$ cat src/rtl/ecd_pkg.sv
package ecd_pkg;

    typedef enum logic [1:0] {
        LVL_SEED = 2'd0,
        LVL_LOW  = 2'd1,
        LVL_HIGH = 2'd2
    } lvl_state_e;

    typedef struct packed {
        logic fall;
        logic rise;
    } cond_pair_t;

endpackage

$ cat src/rtl/ecd_sync.sv
module ecd_sync #(
    parameter int unsigned WIDTH  = 2,
    parameter int unsigned STAGES = 2
) (
    input  logic             clk,
    input  logic             rst_n,
    input  logic [WIDTH-1:0] async_i,
    output logic [WIDTH-1:0] sync_o
);

    logic [WIDTH-1:0] chain [STAGES];

    generate
        for (genvar s = 0; s < STAGES; s++) begin : g_stage
            if (s == 0) begin : g_first
                always_ff @(posedge clk or negedge rst_n) begin
                    if (!rst_n) chain[s] <= '0;
                    else        chain[s] <= async_i;
                end
            end else begin : g_next
                always_ff @(posedge clk or negedge rst_n) begin
                    if (!rst_n) chain[s] <= '0;
                    else        chain[s] <= chain[s-1];
                end
            end
        end
    endgenerate

    assign sync_o = chain[STAGES-1];

endmodule

$ cat src/rtl/ecd_edge_fsm.sv
module ecd_edge_fsm
    import ecd_pkg::*;
#(
    parameter int unsigned SETTLE = 2
) (
    input  logic       clk,
    input  logic       rst_n,
    input  logic       qual_i,
    input  logic       line_i,
    output cond_pair_t det_o
);

    localparam int unsigned CNT_W = $clog2(SETTLE + 1);
    localparam logic [CNT_W-1:0] SETTLE_C = CNT_W'(SETTLE);

    lvl_state_e       state_q, state_d;
    logic [CNT_W-1:0] cnt_q;

    // state register
    always_ff @(posedge clk or negedge rst_n) begin
        if (!rst_n) state_q <= LVL_SEED;
        else        state_q <= state_d;
    end

    // settle counter: waits until the synchronizer holds real samples
    always_ff @(posedge clk or negedge rst_n) begin
        if (!rst_n)                                    cnt_q <= '0;
        else if (state_q == LVL_SEED && cnt_q != SETTLE_C) cnt_q <= cnt_q + 1'b1;
    end

    // next state
    always_comb begin
        state_d = state_q;
        unique case (state_q)
            LVL_SEED: if (cnt_q == SETTLE_C) state_d = line_i ? LVL_HIGH : LVL_LOW;
            LVL_LOW:  if (line_i)            state_d = LVL_HIGH;
            LVL_HIGH: if (!line_i)           state_d = LVL_LOW;
            default:                         state_d = LVL_SEED;
        endcase
    end

    // outputs
    always_comb begin
        det_o = '0;
        unique case (state_q)
            LVL_SEED: det_o = '0;
            LVL_LOW:  det_o.rise = line_i & qual_i;
            LVL_HIGH: det_o.fall = ~line_i & qual_i;
            default:  det_o = '0;
        endcase
    end


    seed_exit_chk: assert property (@(posedge clk) disable iff (!rst_n)
        (state_q == LVL_SEED && cnt_q == SETTLE_C) |=> (state_q != LVL_SEED));

endmodule

$ cat src/rtl/ecd_flag.sv
module ecd_flag (
    input  logic clk,
    input  logic rst_n,
    input  logic set_i,
    input  logic clr_i,
    output logic flag_o,
    output logic irq_o
);

    always_ff @(posedge clk or negedge rst_n) begin
        if (!rst_n) begin
            flag_o <= 1'b0;
            irq_o  <= 1'b0;
        end else begin
            irq_o <= set_i;
            if (set_i)      flag_o <= 1'b1;
            else if (clr_i) flag_o <= 1'b0;
        end
    end


    set_wins_chk: assert property (@(posedge clk) disable iff (!rst_n)
        set_i |=> (flag_o && irq_o));


    sticky_hold_chk: assert property (@(posedge clk) disable iff (!rst_n)
        (flag_o && !clr_i) |=> flag_o);


    clear_chk: assert property (@(posedge clk) disable iff (!rst_n)
        (clr_i && !set_i) |=> !flag_o);

endmodule

$ cat src/rtl/edge_cond_detector.sv
module edge_cond_detector
    import ecd_pkg::*;
#(
    parameter int unsigned ADDR_W      = 4,
    parameter int unsigned DATA_W      = 8,
    parameter int unsigned SYNC_STAGES = 2,
    parameter int unsigned FALL_ADDR   = 0,
    parameter int unsigned RISE_ADDR   = 1
) (
    input  logic              clk,
    input  logic              rst_n,
    input  logic              enable,
    input  logic              mode_tx,
    input  logic              line_qual,
    input  logic              line_clk,
    input  logic [ADDR_W-1:0] reg_addr,
    input  logic              reg_wr,
    output logic [DATA_W-1:0] reg_rdata,
    output logic              irq_fall,
    output logic              irq_rise
);

    localparam int unsigned LINES = 2;
    localparam logic [ADDR_W-1:0] FALL_SEL = ADDR_W'(FALL_ADDR);
    localparam logic [ADDR_W-1:0] RISE_SEL = ADDR_W'(RISE_ADDR);

    logic [LINES-1:0] lines_sync;
    cond_pair_t       det;
    logic             flag_fall, flag_rise;
    logic             clr_fall, clr_rise;

    ecd_sync #(.WIDTH(LINES), .STAGES(SYNC_STAGES)) u_sync (
        .clk     (clk),
        .rst_n   (rst_n),
        .async_i ({line_qual, line_clk}),
        .sync_o  (lines_sync)
    );

    ecd_edge_fsm #(.SETTLE(SYNC_STAGES)) u_fsm (
        .clk    (clk),
        .rst_n  (rst_n),
        .qual_i (lines_sync[1]),
        .line_i (lines_sync[0]),
        .det_o  (det)
    );

    assign clr_fall = reg_wr && (reg_addr == FALL_SEL);
    assign clr_rise = reg_wr && (reg_addr == RISE_SEL);

    ecd_flag u_flag_fall (
        .clk    (clk),
        .rst_n  (rst_n),
        .set_i  (det.fall & enable),
        .clr_i  (clr_fall),
        .flag_o (flag_fall),
        .irq_o  (irq_fall)
    );

    ecd_flag u_flag_rise (
        .clk    (clk),
        .rst_n  (rst_n),
        .set_i  (det.rise & enable),
        .clr_i  (clr_rise),
        .flag_o (flag_rise),
        .irq_o  (irq_rise)
    );

    always_comb begin
        reg_rdata = '0;
        if (reg_addr == FALL_SEL)      reg_rdata[0] = flag_fall;
        else if (reg_addr == RISE_SEL) reg_rdata[0] = flag_rise;
    end


    irq_exclusive_chk: assert property (@(posedge clk) disable iff (!rst_n)
        $onehot0({irq_fall, irq_rise}));


    irq_single_chk: assert property (@(posedge clk) disable iff (!rst_n)
        (irq_fall || irq_rise) |=> !(irq_fall && $past(irq_fall)) && !(irq_rise && $past(irq_rise)));


    irq_needs_enable_chk: assert property (@(posedge clk) disable iff (!rst_n)
        $rose(irq_fall) || $rose(irq_rise) |-> $past(enable));


    tx_mode_chk: assert property (@(posedge clk) disable iff (!rst_n)
        (det.fall && enable && mode_tx) |=> irq_fall);


    rdata_upper_chk: assert property (@(posedge clk) disable iff (!rst_n)
        reg_rdata[DATA_W-1:1] == '0);

endmodule

$ cat config.mk
export PLATFORM = sky130hd
export DESIGN_NAME = edge_cond_detector
export DESIGN_NICKNAME = d
export VERILOG_FILES = /design/src/rtl/ecd_pkg.sv /design/src/rtl/ecd_sync.sv /design/src/rtl/ecd_edge_fsm.sv /design/src/rtl/ecd_flag.sv /design/src/rtl/edge_cond_detector.sv
export SDC_FILE = /design/constraint.sdc
export NUM_CORES = 1
export LEC_CHECK = 0
export BUFFER_PORTS_ARGS = -buffer_cell sky130_fd_sc_hd__buf_2
export CELL_PAD_IN_SITES_DETAIL_PLACEMENT = 0
export CELL_PAD_IN_SITES_GLOBAL_PLACEMENT = 1
export CORE_MARGIN = 2
export CORE_UTILIZATION = 32
export CTS_CLUSTER_DIAMETER = 200
export CTS_CLUSTER_SIZE = 14
export DETAILED_ROUTE_END_ITERATION = 12
export PLACE_DENSITY_LB_ADDON = 0.1
export SETUP_SLACK_MARGIN = 0.15
export SYNTH_ARGS = -nofsm -noshare
export SYNTH_HDL_FRONTEND = slang
export SYNTH_SLANG_ARGS = --single-unit
$ cat constraint.sdc
create_clock -name clk -period 1.4 [get_ports clk]
set_clock_uncertainty 0.05 [all_clocks]
set_input_delay 0.14 -clock clk [delete_from_list [all_inputs] [get_ports clk]]
set_output_delay 0.14 -clock clk [all_outputs]
set_load 0.02 [all_outputs]
==> results.sh, run 1 <==
export IMPL_ys_top_cells_by_count="dfrtp_1 (12), buf_4 (7), o21ai_1 (4)"
export IMPL_antenna_diode_count=0
export IMPL_grt_pass1_vias=314
export IMPL_hold_class="primary input to flop"
export IMPL_finalCritPeriodShare_pct=87.73
export IMPL_synth_distinct_cells=17
export IMPL_cp_slowest_cell="dfrtp_1"
export IMPL_synthToLayoutAreaGrowth_pct=26.34
export IMPL_grt_antenna_before_repair=0
export IMPL_final_hold_violation_count=0
export IMPL_start_util_pct=33.25
export IMPL_grt_overflow_total=0
export IMPL_synth_top_area_cell="dfrtp_1"
export IMPL_worstSetupEndpointType="primary output"
export IMPL_hpwl_um=581.2
export IMPL_async_reset_ff_share_pct=100.0
export IMPL_ys_seq_area_share_pct=61.38
export IMPL_fmax_ghz=0.8141
export IMPL_die_x_um=43.10
export IMPL_hold_worst_slack_ps=97.49
export IMPL_die_area_um2=1858
export IMPL_grt_max_degree=13
export IMPL_final_nets=73
export IMPL_ioPinCount=21
export IMPL_layout_min_cycle_time_ps=1228
export IMPL_p_per_area_nw_per_um2=1182
export IMPL_wl_um=753
export IMPL_grt_first_pass_wirelength_um=1324
export IMPL_cp_max_fo=2
export IMPL_rsz0062_at_grt="true"
export IMPL_die_h_um=43.10
export IMPL_syn_inst=41
export IMPL_gr_usage_all_layers_pct=10.33
export IMPL_tns_ps=0
export IMPL_viasPerCell=4.316
export IMPL_htreeDepth=1
export IMPL_ant_nets=0
export IMPL_cap_violations=0
export IMPL_syn_avg_cell_area_um2=11.93
export IMPL_synth_warnings=0
export IMPL_cts_setup_buffers=0
export IMPL_synth_flop_cell="dfrtp_1"
export IMPL_ys_top_cells_by_area="dfrtp_1 (61%), buf_4 (11%), o21ai_1 (4.1%)"
export IMPL_ir_drop_mv=0.5023
export IMPL_wl_per_cell_um=9.908
export IMPL_vias=328
export IMPL_crit_chain="mux2i_1, nor4_1, buf_2"
export IMPL_rows=14
export IMPL_status="finished, final reports clean"
export IMPL_clockRootBuffer="clkbuf_4"
export IMPL_numCtsBuffers=3
export IMPL_drive_gt1_share_pct=31.67
export IMPL_path_clk_slew_ps=70
export IMPL_clock_path_buffers=2
export IMPL_start_kind="flop"
export IMPL_drt_initial_drc_count=3
export IMPL_drcViolationCount=0
export IMPL_core_area_um2=1471
export IMPL_setup_viol=0
export IMPL_ys_seq_elements=12
export IMPL_clk_latency_ps=270
export IMPL_first_pass_iters=2
export IMPL_finalWeightedCongestion=0.7602
export IMPL_final_max_slew_viol_count=0
export IMPL_yosysMostFrequentCell="dfrtp_1"
export IMPL_path_class="flop to primary output"
export IMPL_worstPathArrival_ps=1040
export IMPL_required_ps=1210
export IMPL_synth_edff_count=0
export IMPL_cts_sinks=12
export IMPL_netlist_area_leader_share_pct=61.38
export IMPL_cts_tree="yes"
export IMPL_synth_cell_area_um2=489.2
export IMPL_port_buffer_count=12
export IMPL_leakage_uw=0.0003056
export IMPL_slowest_delay_ps=350
==> report_power, final <==
part	internal [uW]	total, uW	switching (uW)
clock	158	266	108
sequential	372	387	15.8
combinational	32.4	77.8	45.4
total	562	731	169
==> state kept, by name, indices dropped and copies added (netlist names) <==
signal              cells
u_flag_rise.flag_o      1
u_flag_fall.irq_o       1
u_sync.chain            2
u_sync.sync_o           2
u_fsm.state_q           2
u_fsm.cnt_q             2
u_flag_rise.irq_o       1
u_flag_fall.flag_o      1
==> cell usage in the layout (no fill, tap or decap), types with 2 or more instances in the layout <==
cell and count:
a21oi_1 2, buf_2 12, clkbuf_4 3, conb_1 7, dfrtp_1 12, dlygate4sd3_1 3
inv_1 2, nor2_1 3, o21ai_1 4
==> path summary, 6_finish.rpt <==
check	startpoint	to	slack (ps)	cells after the start
max	u_flag_rise.flag_o	reg_rdata[0]	170	3
min	reg_addr[0]	u_flag_fall.flag_o	100	3
max reg2reg	u_fsm.cnt_q[0]	u_fsm.cnt_q[1]	260	6
min reg2reg	u_sync.chain[2]	u_sync.sync_o[0]	310	0
max in group asynchronous	rst_n	u_flag_rise.irq_o	880	2
min in group asynchronous	rst_n	u_fsm.cnt_q[1]	220	2
==> kinds of logic (layout without fill, tap and decap cells) <==
group                    Yosys count  count (layout)  synth area share [%]
flip-flops                        12              12                 61.38
AND/OR/NAND/NOR                   10              10                 13.05
buffers and inverters              9              22                 12.28
AO/OA/AOI/OAI                      6               6                 6.138
adder cells (fa/ha/maj)            1               1                 2.557
other                              1               7                0.7665
XOR/XNOR                           1               1                 1.791
multiplexers                       1               1                 2.046
==> metrics by stage <==
step	power (uW)	instance area [um^2]	worst slack, ps	std cells	utilization, %
global route	778.4	618.1	81.51	76	42.01
finish	730.8	618.1	171.7	76	42.01
floorplan	449.7	511.7	154.5	47	-
global placement	463.3	546.8	241.7	69	37.16
detailed placement	466.4	546.8	211.8	69	37.16
CTS	746.8	613.1	152.7	76	41.67
==> cell type report <==
class                      count  area (um^2)
timing repair buffer          16        97.59
fill                         155        853.3
multi-input combinational     26        156.4
inverter                       2        7.507
clock buffer                   4        36.28
sequential                    12        300.3
tap                           16        20.02
==> worst max-delay path: cells and delay by family (launching register included) <==
kind,cells,cell delay [ps]
buffers and inverters,1,200
DFF,1,350
muxes,1,70
and+or+nand+nor,1,150
==> per-layer routing <==
metal,part of all wire [%],track usage [%],vias to the layer above
met4,0.80,9.091,0
met2,47,15.52,18
met3,9.6,4.255,2
met5,0,0,-
li1,-,-,162
met1,42,10.87,146
==> repair_timing <==
action                                  CTS  global route
resized for setup                         0             1
hold buffers                              3             0
endpoints found under the setup margin    0             3
endpoints found under the hold margin    14             0
No activity file was read; power rests on OpenSTA's default activity.
==> inputs of run 2 (changes only) <==
--- a/config.mk
+++ b/config.mk
@@ -5,7 +5,7 @@
 export SDC_FILE = /design/constraint.sdc
 export NUM_CORES = 1
 export LEC_CHECK = 0
-export BUFFER_PORTS_ARGS = -buffer_cell sky130_fd_sc_hd__buf_2
+export BUFFER_PORTS_ARGS = -buffer_cell sky130_fd_sc_hd__buf_4
 export CELL_PAD_IN_SITES_DETAIL_PLACEMENT = 0
 export CELL_PAD_IN_SITES_GLOBAL_PLACEMENT = 1
 export CORE_MARGIN = 2
==> run 2 against run 1 <==
Critical path type unchanged. Highest routed layer is now met3. Worst setup slack better by 15 ps. Sequential share of layout area shrank 1.7 points. Design area is 3.6% higher. Power fell by 8.4%. Largest power group unchanged. First-iteration DRC count is 130% higher. Core utilization up 1.5 points. Combinational power up 15%. Final cell count is 1.3% lower. Routed wire length decreased by 1.2%.
==> results.sh, run 2 (synthesis results as in run 1) <==
export IMPL_grt_antenna_before_repair=0
export IMPL_final_nets=73
export IMPL_cap_violations=0
export IMPL_clk_latency_ps=260
export IMPL_clock_path_buffers=2
export IMPL_cp_max_fo=2
export IMPL_grt_max_degree=13
export IMPL_first_pass_iters=4
export IMPL_path_class="flop to primary output"
export IMPL_fillers=148
export IMPL_hold_worst_slack_ps=90.79
export IMPL_numCtsBuffers=3
export IMPL_worstHoldStart="reg_addr[0]"
export IMPL_fmax_ghz=0.8245
export IMPL_wl_per_cell_um=9.920
export IMPL_final_cell_mix="buf_4 (13), dfrtp_1 (12), conb_1 (7)"
export IMPL_hpwl_um=589.8
export IMPL_pre_cts_slack_ps=229.8
export IMPL_cts_setup_buffers=0
export IMPL_grt_pass1_vias=324
export IMPL_ioPinCount=21
export IMPL_path_clk_slew_ps=60
export IMPL_vias=332
export IMPL_final_hold_violation_count=0
export IMPL_status="finished, final reports clean"
export IMPL_drt_initial_drc_count=7
export IMPL_met3WireLength_um=63
export IMPL_drive_gt1_share_pct=32.20
export IMPL_layout_min_cycle_time_ps=1213
export IMPL_final_max_slew_viol_count=0
export IMPL_ir_drop_mv=0.3970
export IMPL_cts_tree="yes"
export IMPL_grt_overflow_total=0
export IMPL_hold_class="primary input to flop"
export IMPL_viasPerCell=4.427
export IMPL_leakage_uw=0.0003065
export IMPL_die_h_um=43.10
export IMPL_required_ps=1210
export IMPL_final_common_cell="buf_4"
export IMPL_worstPathArrival_ps=1020
export IMPL_rows=14
export IMPL_synthToLayoutAreaGrowth_pct=30.95
export IMPL_top_layer_used="met3"
export IMPL_setup_viol=0
export IMPL_finalCritPeriodShare_pct=86.64
export IMPL_wl_met2_um=383
export IMPL_fin_cells=75
export IMPL_die_area_um2=1858
export IMPL_final_core_util_pct=43.54
export IMPL_critPathLaunch="u_flag_rise.flag_o"
export IMPL_cts_sinks=12
export IMPL_reg2reg_from="u_fsm.cnt_q[0]"
export IMPL_core_area_um2=1471
export IMPL_rsz0062_at_grt="true"
export IMPL_wl_um=744
export IMPL_start_util_pct=33.25
export IMPL_drcViolationCount=0
export IMPL_port_buffer_count=12
export IMPL_dp_cells=69
export IMPL_finalWeightedCongestion=0.7455
export IMPL_htreeDepth=1
export IMPL_worstSetupEndpointType="primary output"
export IMPL_tns_ps=0
export IMPL_die_x_um=43.10
export IMPL_p_per_area_nw_per_um2=1045
export IMPL_clockRootBuffer="clkbuf_4"
export IMPL_ant_nets=0
export IMPL_fin_ws_ps=187.1
export IMPL_gr_usage_all_layers_pct=9.894
export IMPL_drt_met1_wl_um=297
export IMPL_start_kind="flop"
export IMPL_antenna_diode_count=0
export IMPL_grt_first_pass_wirelength_um=1297
[run 2: cell count changes in the layout (fill, tap and decap cells not counted)]
cell      before  now
nor4_2         0    1
buf_2         12    0
nor4_1         1    0
clkbuf_8       1    0
buf_4          1   13
[run 2: final timing paths]
check,endpoint,slack [ps],cells past startpoint
max,reg_rdata[0],190,3
min,u_flag_fall.flag_o,90,3
max reg2reg,u_fsm.cnt_q[1],250,6
min reg2reg,u_sync.sync_o[1],310,0
max in group asynchronous,u_fsm.state_q[1],950,2
min in group asynchronous,u_sync.sync_o[1],200,2
[run 2: area by class of cell]
cell class,count,area (um^2),area share (%)
Clock buffer,3,22.52,3.516
Inverter,2,7.507,1.172
Multi-Input combinational cell,26,162.7,25.39
Sequential cell,12,300.3,46.88
Tap cell,16,20.02,3.125
Timing Repair Buffer,16,127.6,19.92
[run 2: what timing repair did]
action | 4_1_cts | 5_1_grt
setup endpoints to repair | 1 | 2
endpoints found under the hold margin | 14 | 0
resized for setup | 0 | 2
hold buffers | 3 | 0
[run 2: power by group]
part / switching, uW / internal [uW] / leakage (uW)
Sequential: 15.6 / 372 / 0.000145
Clock: 93.5 / 99.0 / 0.0000138
Combinational: 47.8 / 41.5 / 0.000148
[run 2: critical path, stage by stage, from the launching register on]
cell and delay [ps]:
dfrtp_1 370, mux2i_1 190, nor4_2 60, buf_4 150
[run 2: per-layer routing]
layer | track usage (%) | vias to the layer above
li1 | - | 162
met3 | 3.830 | 0
met4 | 7.273 | 0
met5 | 0 | -
met2 | 17.01 | 18
met1 | 9.264 | 152
[run 2: metrics by stage]
step | total power [uW] | instance area (um^2)
after global placement | 471.2 | 576.8
after floorplan | 449.7 | 511.7
after global routing | 714.3 | 640.6
after detailed placement | 475.1 | 576.8
final | 669.3 | 640.6
after CTS | 675.1 | 629.4
